**src/rtl/pte_pkg.sv**
```systemverilog
package pte_pkg;
    typedef enum logic [2:0] {
        ST_FILL = 3'd0,
        ST_CENT = 3'd1,
        ST_DIV  = 3'd2,
        ST_CHG  = 3'd3,
        ST_EMIT = 3'd4
    } pte_state_e;

    localparam int unsigned NUM_TAPS = 4;
    localparam int unsigned CODE_W   = 8;
endpackage

```
**src/rtl/pte_lin_lut.sv**
```systemverilog
module pte_lin_lut #(
    parameter int unsigned CODE_W = 8,
    parameter int unsigned LW     = 10
) (
    input  logic              clk,
    input  logic              we,
    input  logic [CODE_W-1:0] waddr,
    input  logic [LW-1:0]     wdata,
    input  logic [CODE_W-1:0] raddr,
    output logic [LW-1:0]     rdata
);
    localparam int unsigned DEPTH = 1 << CODE_W;

    logic [LW-1:0] table_q [DEPTH];

    always_ff @(posedge clk) begin
        if (we) begin
            table_q[waddr] <= wdata;
        end
    end

    assign rdata = table_q[raddr];
endmodule

```
**src/rtl/pte_edge_scan.sv**
```systemverilog
module pte_edge_scan #(
    parameter int unsigned LW = 10,
    parameter int unsigned IW = 5
) (
    input  logic          clk,
    input  logic          rst_n,
    input  logic          clr,
    input  logic          en,
    input  logic          first,
    input  logic [LW-1:0] s_in,
    input  logic [LW-1:0] thr,
    input  logic [IW-1:0] idx,
    output logic [LW-1:0] max_rise,
    output logic [IW-1:0] max_idx,
    output logic          run_ok
);
    logic [LW-1:0] prev_q;
    logic          above_q;
    logic [LW-1:0] rise;
    logic          above;

    always_comb begin
        rise  = (!first && (s_in > prev_q)) ? (s_in - prev_q) : '0;
        above = (s_in > thr);
    end

    always_ff @(posedge clk or negedge rst_n) begin
        if (!rst_n) begin
            prev_q   <= '0;
            above_q  <= 1'b0;
            max_rise <= '0;
            max_idx  <= '0;
            run_ok   <= 1'b0;
        end else if (clr) begin
            prev_q   <= '0;
            above_q  <= 1'b0;
            max_rise <= '0;
            max_idx  <= '0;
            run_ok   <= 1'b0;
        end else if (en) begin
            prev_q  <= s_in;
            above_q <= above;
            if (above && above_q) begin
                run_ok <= 1'b1;
            end
            // strict compare keeps the earliest of equal rises
            if (rise > max_rise) begin
                max_rise <= rise;
                max_idx  <= idx;
            end
        end
    end
endmodule

```
**src/rtl/pte_seq_div.sv**
```systemverilog
module pte_seq_div #(
    parameter int unsigned RW = 23,
    parameter int unsigned QW = 6
) (
    input  logic          clk,
    input  logic          rst_n,
    input  logic          start,
    input  logic [RW-1:0] num,
    input  logic [RW-1:0] den,
    output logic          done,
    output logic [QW-1:0] quot
);
    localparam int unsigned SW = $clog2(QW);

    logic [RW-1:0] rem_q;
    logic [RW-1:0] dsh_q;
    logic [SW-1:0] step_q;
    logic          busy_q;
    logic          ge;

    assign ge = (rem_q >= dsh_q);

    always_ff @(posedge clk or negedge rst_n) begin
        if (!rst_n) begin
            rem_q  <= '0;
            dsh_q  <= '0;
            step_q <= '0;
            busy_q <= 1'b0;
            done   <= 1'b0;
            quot   <= '0;
        end else if (start) begin
            rem_q  <= num;
            dsh_q  <= den << (QW - 1);
            step_q <= SW'(QW - 1);
            busy_q <= 1'b1;
            done   <= 1'b0;
            quot   <= '0;
        end else if (busy_q) begin
            if (ge) begin
                rem_q <= rem_q - dsh_q;
            end
            quot  <= {quot[QW-2:0], ge};
            dsh_q <= dsh_q >> 1;
            if (step_q == '0) begin
                busy_q <= 1'b0;
                done   <= 1'b1;
            end else begin
                step_q <= step_q - SW'(1);
            end
        end else begin
            done <= 1'b0;
        end
    end
endmodule

```
**src/rtl/pulse_tq_extract.sv**
```systemverilog
module pulse_tq_extract
    import pte_pkg::*;
#(
    parameter int unsigned NS      = 32,
    parameter int unsigned LW      = 10,
    parameter int unsigned WW      = 4,
    parameter int unsigned CHG_LEN = 15,
    localparam int unsigned IW     = $clog2(NS),
    localparam int unsigned TW     = IW + 5,
    localparam int unsigned CW     = LW + $clog2(CHG_LEN + 1)
) (
    input  logic                     clk,
    input  logic                     rst_n,
    input  logic                     cfg_lut_we,
    input  logic [7:0]               cfg_lut_addr,
    input  logic [LW-1:0]            cfg_lut_data,
    input  logic [LW-1:0]            cfg_ped,
    input  logic [LW-1:0]            cfg_thr,
    input  logic [LW-1:0]            cfg_min_rise,
    input  logic [NUM_TAPS*WW-1:0]   cfg_wgt,
    input  logic                     smp_valid,
    input  logic [7:0]               smp_code,
    input  logic                     smp_last,
    output logic                     res_valid,
    output logic                     res_hit,
    output logic [TW-1:0]            res_time,
    output logic [CW-1:0]            res_charge,
    output logic                     res_trunc
);
    localparam int unsigned NCW = IW + 1;
    localparam int unsigned QW  = 6;
    localparam int unsigned PW  = LW + WW;
    localparam int unsigned BW  = PW + 2;
    localparam int unsigned AW  = PW + 4;
    localparam int unsigned RW  = AW + 5;
    localparam int unsigned CCW = $clog2(CHG_LEN);

    pte_state_e st_q, st_d;

    logic [LW-1:0]  smp_buf [NS];
    logic [NCW-1:0] cnt_q;
    logic [LW-1:0]  lin;
    logic [LW-1:0]  s_lin;
    logic           take, store;

    logic [LW-1:0]  max_rise;
    logic [IW-1:0]  max_idx;
    logic           run_ok;
    logic           hit_ok;

    logic [PW-1:0]  tap_wd [NUM_TAPS];
    logic [BW-1:0]  b_sum;
    logic [AW-1:0]  a_sum;

    logic           div_start, div_done;
    logic [QW-1:0]  div_quot;

    logic           hit_q, trunc_q;
    logic [TW-1:0]  time_q;
    logic [CW-1:0]  chg_q;
    logic [NCW-1:0] ci_q;
    logic [CCW-1:0] cc_q;

    // ---------------- sample path ----------------
    pte_lin_lut #(.CODE_W(CODE_W), .LW(LW)) i_lut (
        .clk   (clk),
        .we    (cfg_lut_we),
        .waddr (cfg_lut_addr),
        .wdata (cfg_lut_data),
        .raddr (smp_code),
        .rdata (lin)
    );

    assign s_lin = (lin > cfg_ped) ? (lin - cfg_ped) : '0;
    assign take  = (st_q == ST_FILL) && smp_valid;
    assign store = take && (cnt_q < NCW'(NS));

    always_ff @(posedge clk) begin
        if (store) begin
            smp_buf[cnt_q[IW-1:0]] <= s_lin;
        end
    end

    pte_edge_scan #(.LW(LW), .IW(IW)) i_scan (
        .clk      (clk),
        .rst_n    (rst_n),
        .clr      (st_q == ST_EMIT),
        .en       (store),
        .first    (cnt_q == '0),
        .s_in     (s_lin),
        .thr      (cfg_thr),
        .idx      (cnt_q[IW-1:0]),
        .max_rise (max_rise),
        .max_idx  (max_idx),
        .run_ok   (run_ok)
    );

    assign hit_ok = (max_rise > cfg_min_rise) && run_ok;

    // ---------------- centroid taps ----------------
    for (genvar j = 0; j < NUM_TAPS; j++) begin : g_tap
        logic [IW+1:0] pos;
        logic          in_rng;
        logic [LW-1:0] cur, prv, dif;

        assign pos    = (IW+2)'(max_idx) + (IW+2)'(j) - (IW+2)'(1);
        assign in_rng = (pos >= (IW+2)'(1)) && (pos < (IW+2)'(cnt_q));
        assign cur    = smp_buf[pos[IW-1:0]];
        assign prv    = smp_buf[pos[IW-1:0] - IW'(1)];
        assign dif    = (in_rng && (cur > prv)) ? (cur - prv) : '0;
        assign tap_wd[j] = PW'(cfg_wgt[j*WW +: WW]) * PW'(dif);
    end

    always_comb begin
        b_sum = '0;
        a_sum = '0;
        for (int j = 0; j < NUM_TAPS; j++) begin
            b_sum = b_sum + BW'(tap_wd[j]);
            a_sum = a_sum + AW'(tap_wd[j]) * AW'(j);
        end
    end

    assign div_start = (st_q == ST_CENT) && hit_ok && (b_sum != '0);

    pte_seq_div #(.RW(RW), .QW(QW)) i_div (
        .clk   (clk),
        .rst_n (rst_n),
        .start (div_start),
        .num   (RW'({a_sum, 4'b0000})),
        .den   (RW'(b_sum)),
        .done  (div_done),
        .quot  (div_quot)
    );

    // ---------------- state register ----------------
    always_ff @(posedge clk or negedge rst_n) begin
        if (!rst_n) begin
            st_q <= ST_FILL;
        end else begin
            st_q <= st_d;
        end
    end

    always_comb begin
        st_d = st_q;
        unique case (st_q)
            ST_FILL: if (take && smp_last) st_d = ST_CENT;
            ST_CENT: begin
                if (!hit_ok)           st_d = ST_EMIT;
                else if (b_sum == '0)  st_d = ST_CHG;
                else                   st_d = ST_DIV;
            end
            ST_DIV:  if (div_done) st_d = ST_CHG;
            ST_CHG: begin
                if (ci_q >= cnt_q)                   st_d = ST_EMIT;
                else if (cc_q == CCW'(CHG_LEN - 1))  st_d = ST_EMIT;
            end
            ST_EMIT: st_d = ST_FILL;
            default: st_d = ST_FILL;
        endcase
    end

    // ---------------- work registers ----------------
    always_ff @(posedge clk or negedge rst_n) begin
        if (!rst_n) begin
            cnt_q   <= '0;
            hit_q   <= 1'b0;
            trunc_q <= 1'b0;
            time_q  <= '0;
            chg_q   <= '0;
            ci_q    <= '0;
            cc_q    <= '0;
        end else begin
            unique case (st_q)
                ST_FILL: begin
                    if (store) cnt_q <= cnt_q + NCW'(1);
                end
                ST_CENT: begin
                    hit_q   <= hit_ok;
                    trunc_q <= 1'b0;
                    chg_q   <= '0;
                    ci_q    <= NCW'(max_idx) - NCW'(1);
                    cc_q    <= '0;
                    time_q  <= (hit_ok && (b_sum == '0)) ? TW'({max_idx, 4'b0000}) : '0;
                end
                ST_DIV: begin
                    if (div_done) begin
                        time_q <= TW'({max_idx - IW'(1), 4'b0000}) + TW'(div_quot);
                    end
                end
                ST_CHG: begin
                    if (ci_q >= cnt_q) begin
                        trunc_q <= 1'b1;
                    end else begin
                        chg_q <= chg_q + CW'(smp_buf[ci_q[IW-1:0]]);
                        ci_q  <= ci_q + NCW'(1);
                        cc_q  <= cc_q + CCW'(1);
                    end
                end
                ST_EMIT: cnt_q <= '0;
                default: cnt_q <= '0;
            endcase
        end
    end

    // ---------------- outputs ----------------
    always_ff @(posedge clk or negedge rst_n) begin
        if (!rst_n) begin
            res_valid  <= 1'b0;
            res_hit    <= 1'b0;
            res_time   <= '0;
            res_charge <= '0;
            res_trunc  <= 1'b0;
        end else begin
            res_valid <= (st_q == ST_EMIT);
            if (st_q == ST_EMIT) begin
                res_hit    <= hit_q;
                res_time   <= time_q;
                res_charge <= chg_q;
                res_trunc  <= trunc_q;
            end
        end
    end
endmodule

```
**config.mk**
```make
export PLATFORM = sky130hd
export DESIGN_NAME = pulse_tq_extract
export DESIGN_NICKNAME = d
export VERILOG_FILES = /design/src/rtl/pte_pkg.sv /design/src/rtl/pte_lin_lut.sv /design/src/rtl/pte_edge_scan.sv /design/src/rtl/pte_seq_div.sv /design/src/rtl/pulse_tq_extract.sv
export SDC_FILE = /design/constraint.sdc
export NUM_CORES = 2
export LEC_CHECK = 0
export BUFFER_PORTS_ARGS = -buffer_cell sky130_fd_sc_hd__buf_2
export CAP_MARGIN = 0
export CORE_AREA = 2 2 671 539
export CTS_CLUSTER_DIAMETER = 100
export DETAILED_ROUTE_END_ITERATION = 7
export DIE_AREA = 0 0 673 541
export PLACE_DENSITY = 0.64
export SETUP_SLACK_MARGIN = 0.3
export SLEW_MARGIN = 30
export SYNTH_ARGS = -nofsm -noshare
export SYNTH_HDL_FRONTEND = slang
export SYNTH_SLANG_ARGS = --single-unit
```
**constraint.sdc**
```tcl
create_clock -name clk -period 17.5 [get_ports clk]
set_input_delay 1.75 -clock clk [delete_from_list [all_inputs] [get_ports clk]]
set_output_delay 1.75 -clock clk [all_outputs]
set_load 0.005 [all_outputs]
```
==> summary.txt <==
Status
  – Status: finished clean

Routing
  – ANT nets after route: 0
  – Drt initial violations: 10000
  – DRC: 0
  – Routed wire per std cell: 29.9 um
  – Via count: 77500
  – DR pass1 iterations: 6
  – Final WL: 384 mm
  – Vias per Instance: 6.04

CTS
  – Clk buf depth: 4
  – Cts repair resizes: 0
  – CTS clk-pin slew, worst paths: 0.07 ns
  – Post-CTS Setup Bufs: 0
  – H-tree depth: 5
  – CTS tree: done
  – Hold buffers post-CTS: 0
  – Total CTS buffers: 310
  – Root Driver: clkbuf_16
  – Worst-skew pair later-pin latency: 0.94 ns
  – Clk sink count: 3034

Global routing
  – Vias in the first global route: 76100
  – Largest net degree at the start of global routing: 138
  – First-pass GRT wire length: 555 mm
  – Grt total ovfl: 0
  – Initial antenna violation count: 22
  – GRT Util Overall: 20.8%

Power and ir drop
  – Pwr/cell area: 181 nW/um^2
  – Pleak: 52.1 nW
  – Max IR drop VDD: 442 uV

Setup path
  – Register-to-Register Path Depth: 51
  – Crit path DAT: 16.44 ns
  – R2r setup slk: 1.86 ns
  – Slowest cell on crit path: dfrtp_4
  – Critical path endpoint: i_div.dsh_q[7]$_DFFE_PN0P_
  – CP endpoint kind: flip-flop
  – Crit Path Max Fanout: 49
  – Kind of critical path: flip-flop to flip-flop
  – Slowest stage delay, CP: 0.91 ns
  – R2r startpoint: i_scan.max_idx[0]$_DFFE_PN0P_
  – Crit path launch: i_scan.max_idx[0]$_DFFE_PN0P_
  – Reg2Reg Capture Point: i_div.dsh_q[7]$_DFFE_PN0P_
  – Startpoint types: flip-flop
  – WP data required: 18.31 ns

Synth
  – Mapped Nets: 8142
  – Ys Warns: 0
  – Cell accounting for the most synthesized area: edfxtp_1
  – Synth Register Bits: 3034
  – Top cell type's share of synthesized area: 60.7%
  – Synth cell count leaders: 2880 x edfxtp_1, 1350 x mux4_2, 443 x nor2_1, 342 x nand2_1, 323 x inv_1
  – Cell variety after synth: 78
  – Post-Syn Area: 143000 sq um
  – Seq/Total Area, Yosys: 63.4%
  – Async set-reset flop share out of synthesis: 5.08%
  – Number of enable flip-flop cells after synthesis: 2880
  – Dominant cells by area after synthesis: edfxtp_1 61%, mux4_2 21%, dfrtp_1 2.7%
  – Dominant synthesized flop cell: edfxtp_1
  – Count leader, synth: edfxtp_1
  – Syn Area/Cell: 18.6 sq um
  – Cells after Synth: 7665

Placed design
  – DP Worst Slack: 1.81 ns
  – Detailed Place HPWL: 249 mm
  – Port Buffers: 103
  – RD Place Congestion: 0.942

Timing
  – Slew HR: 17.0%
  – Worst-Margin Slew: 1.24 ns
  – Final Slew Violations: 0
  – Fmax: 63.9 MHz
  – Final Setup Violations: 0
  – TNS Setup: 0 ns
  – Final Critical Period: 15.64 ns
  – Setup Skew: 0.0879 ns
  – Fin worst setup slack: 1.86 ns
  – Period Utilization, post-route: 89.4%
  – Unrepaired setup endpoints after global routing: false
  – Endpoints failing hold: 0

Floorplan
  – Starting Density: 39.8%
  – Total Die Area: 364000 sq um
  – Die height: 541 um
  – I/O Pins: 104
  – Core area: 358000 sq um
  – Die extent in x: 673 um
  – Num rows: 197

Final layout
  – Nets: 8287
  – Layout cell share with drive strength beyond 1: 30.8%
  – Syn-to-layout area delta: 12.1%

Min path
  – Hold Crit Class: flip-flop to flip-flop

Run
  – Total of max-cap violations: 0
[worst max-delay path: cells and delay by family (launching register included)]
kind            cells  cell delay (ns)
buf+inv             9             2.25
fa+ha+maj          11             4.89
mux                 3             1.47
xor+xnor            3             0.64
simple gates        8             2.11
compound gates     17             3.18
flops               1             0.91
[kinds of logic (layout without fill, tap and decap cells)]
kind of cell	count (synthesis)	in the layout	synth area share [%]
compound gates	508	508	2.24
xor+xnor	133	133	0.828
fa+ha+maj	400	400	4.24
buf+inv	767	1157	2.13
flops	3034	3034	63.4
mux	1637	1637	23.5
other cells	0	7	0
simple gates	1186	1186	3.70
[sequential cells by signal (all words and copies together), names as in the netlist, 3 cells and up]
register	cells
time_q	10
i_scan.max_idx	5
i_div.quot	6
i_div.step_q	3
i_lut.table_q	2560
res_time	10
cnt_q	6
i_scan.max_rise	10
smp_buf	320
i_div.dsh_q	21
res_charge	14
st_q	3
i_scan.prev_q	10
chg_q	14
cc_q	4
ci_q	6
i_div.rem_q	23
[cells in the final DEF, fill, tap and decap left out, drive strengths merged, types with 133 or more instances in the layout]
cell and count:
a21oi 149, buf 269, clkbuf 378, clkinv 133, dfrtp 154, edfxtp 2880, fa 138, ha 262
inv 342, mux2 141, mux2i 146, mux4 1350, nand2 342, nand3 155, nor2 443
[layout make-up]
class / instances / area [sq um]
Fill cell: 30200 / 198000
Tap cell: 4776 / 5980
Sequential cell: 3034 / 90400
Timing Repair Buffer: 269 / 2230
Clock buffer: 378 / 8110
Multi-Input combinational cell: 3864 / 50000
Inverter: 331 / 1240
Antenna cell: 7 / 17.5
Clock inverter: 179 / 1800
[worst min-delay path by stage]
| stage | startpoint | slack (ns) | to | cells after the start |
|---|---|---|---|---|
| final | res_charge[5]$_DFFE_PN0P_ | 0.47 | res_charge[5]$_DFFE_PN0P_ | 2 |
| after global routing | res_charge[11]$_DFFE_PN0P_ | 0.50 | res_charge[11]$_DFFE_PN0P_ | 2 |
| after CTS | res_charge[5]$_DFFE_PN0P_ | 0.47 | res_charge[5]$_DFFE_PN0P_ | 2 |
| after detailed placement | res_charge[5]$_DFFE_PN0P_ | 0.46 | res_charge[5]$_DFFE_PN0P_ | 2 |
| after global placement | res_charge[8]$_DFFE_PN0P_ | 0.45 | res_charge[8]$_DFFE_PN0P_ | 2 |
| after floorplan | hit_q$_DFFE_PN0P_ | 0.44 | res_hit$_DFFE_PN0P_ | 2 |
[metal layers]
| layer | track usage (%) | wire [um] | vias up |
|---|---|---|---|
| li1 | - | - | 31600 |
| met1 | 31.9 | 166000 | 41200 |
| met2 | 29.5 | 165000 | 4169 |
| met3 | 5.52 | 44400 | 552 |
| met4 | 5.10 | 9300 | 8 |
| met5 | 0 | 54 | - |
[metrics by stage]
stage | std cells | utilization [%] | power, mW | area [sq um] | hold WS [ns]
global placement | 12300 | 41.6 | 22.0 | 149000 | 0.453
detailed placement | 12300 | 41.7 | 22.2 | 149000 | 0.457
CTS | 12800 | 44.4 | 28.8 | 159000 | 0.474
floorplan | 7665 | - | 17.9 | 143000 | 0.439
global route | 12800 | 44.6 | 30.5 | 160000 | 0.499
finish | 12800 | 44.6 | 28.9 | 160000 | 0.471
[power breakdown]
group | leakage, nW | switching, mW | internal, mW | total [mW]
sequential | 27.9 | 0.139 | 8.11 | 8.25
combinational | 19.4 | 8.60 | 5.47 | 14.1
clock | 4.82 | 2.86 | 3.69 | 6.54
total | 52.1 | 11.6 | 17.3 | 28.9
(Power assumes the default switching activity.)
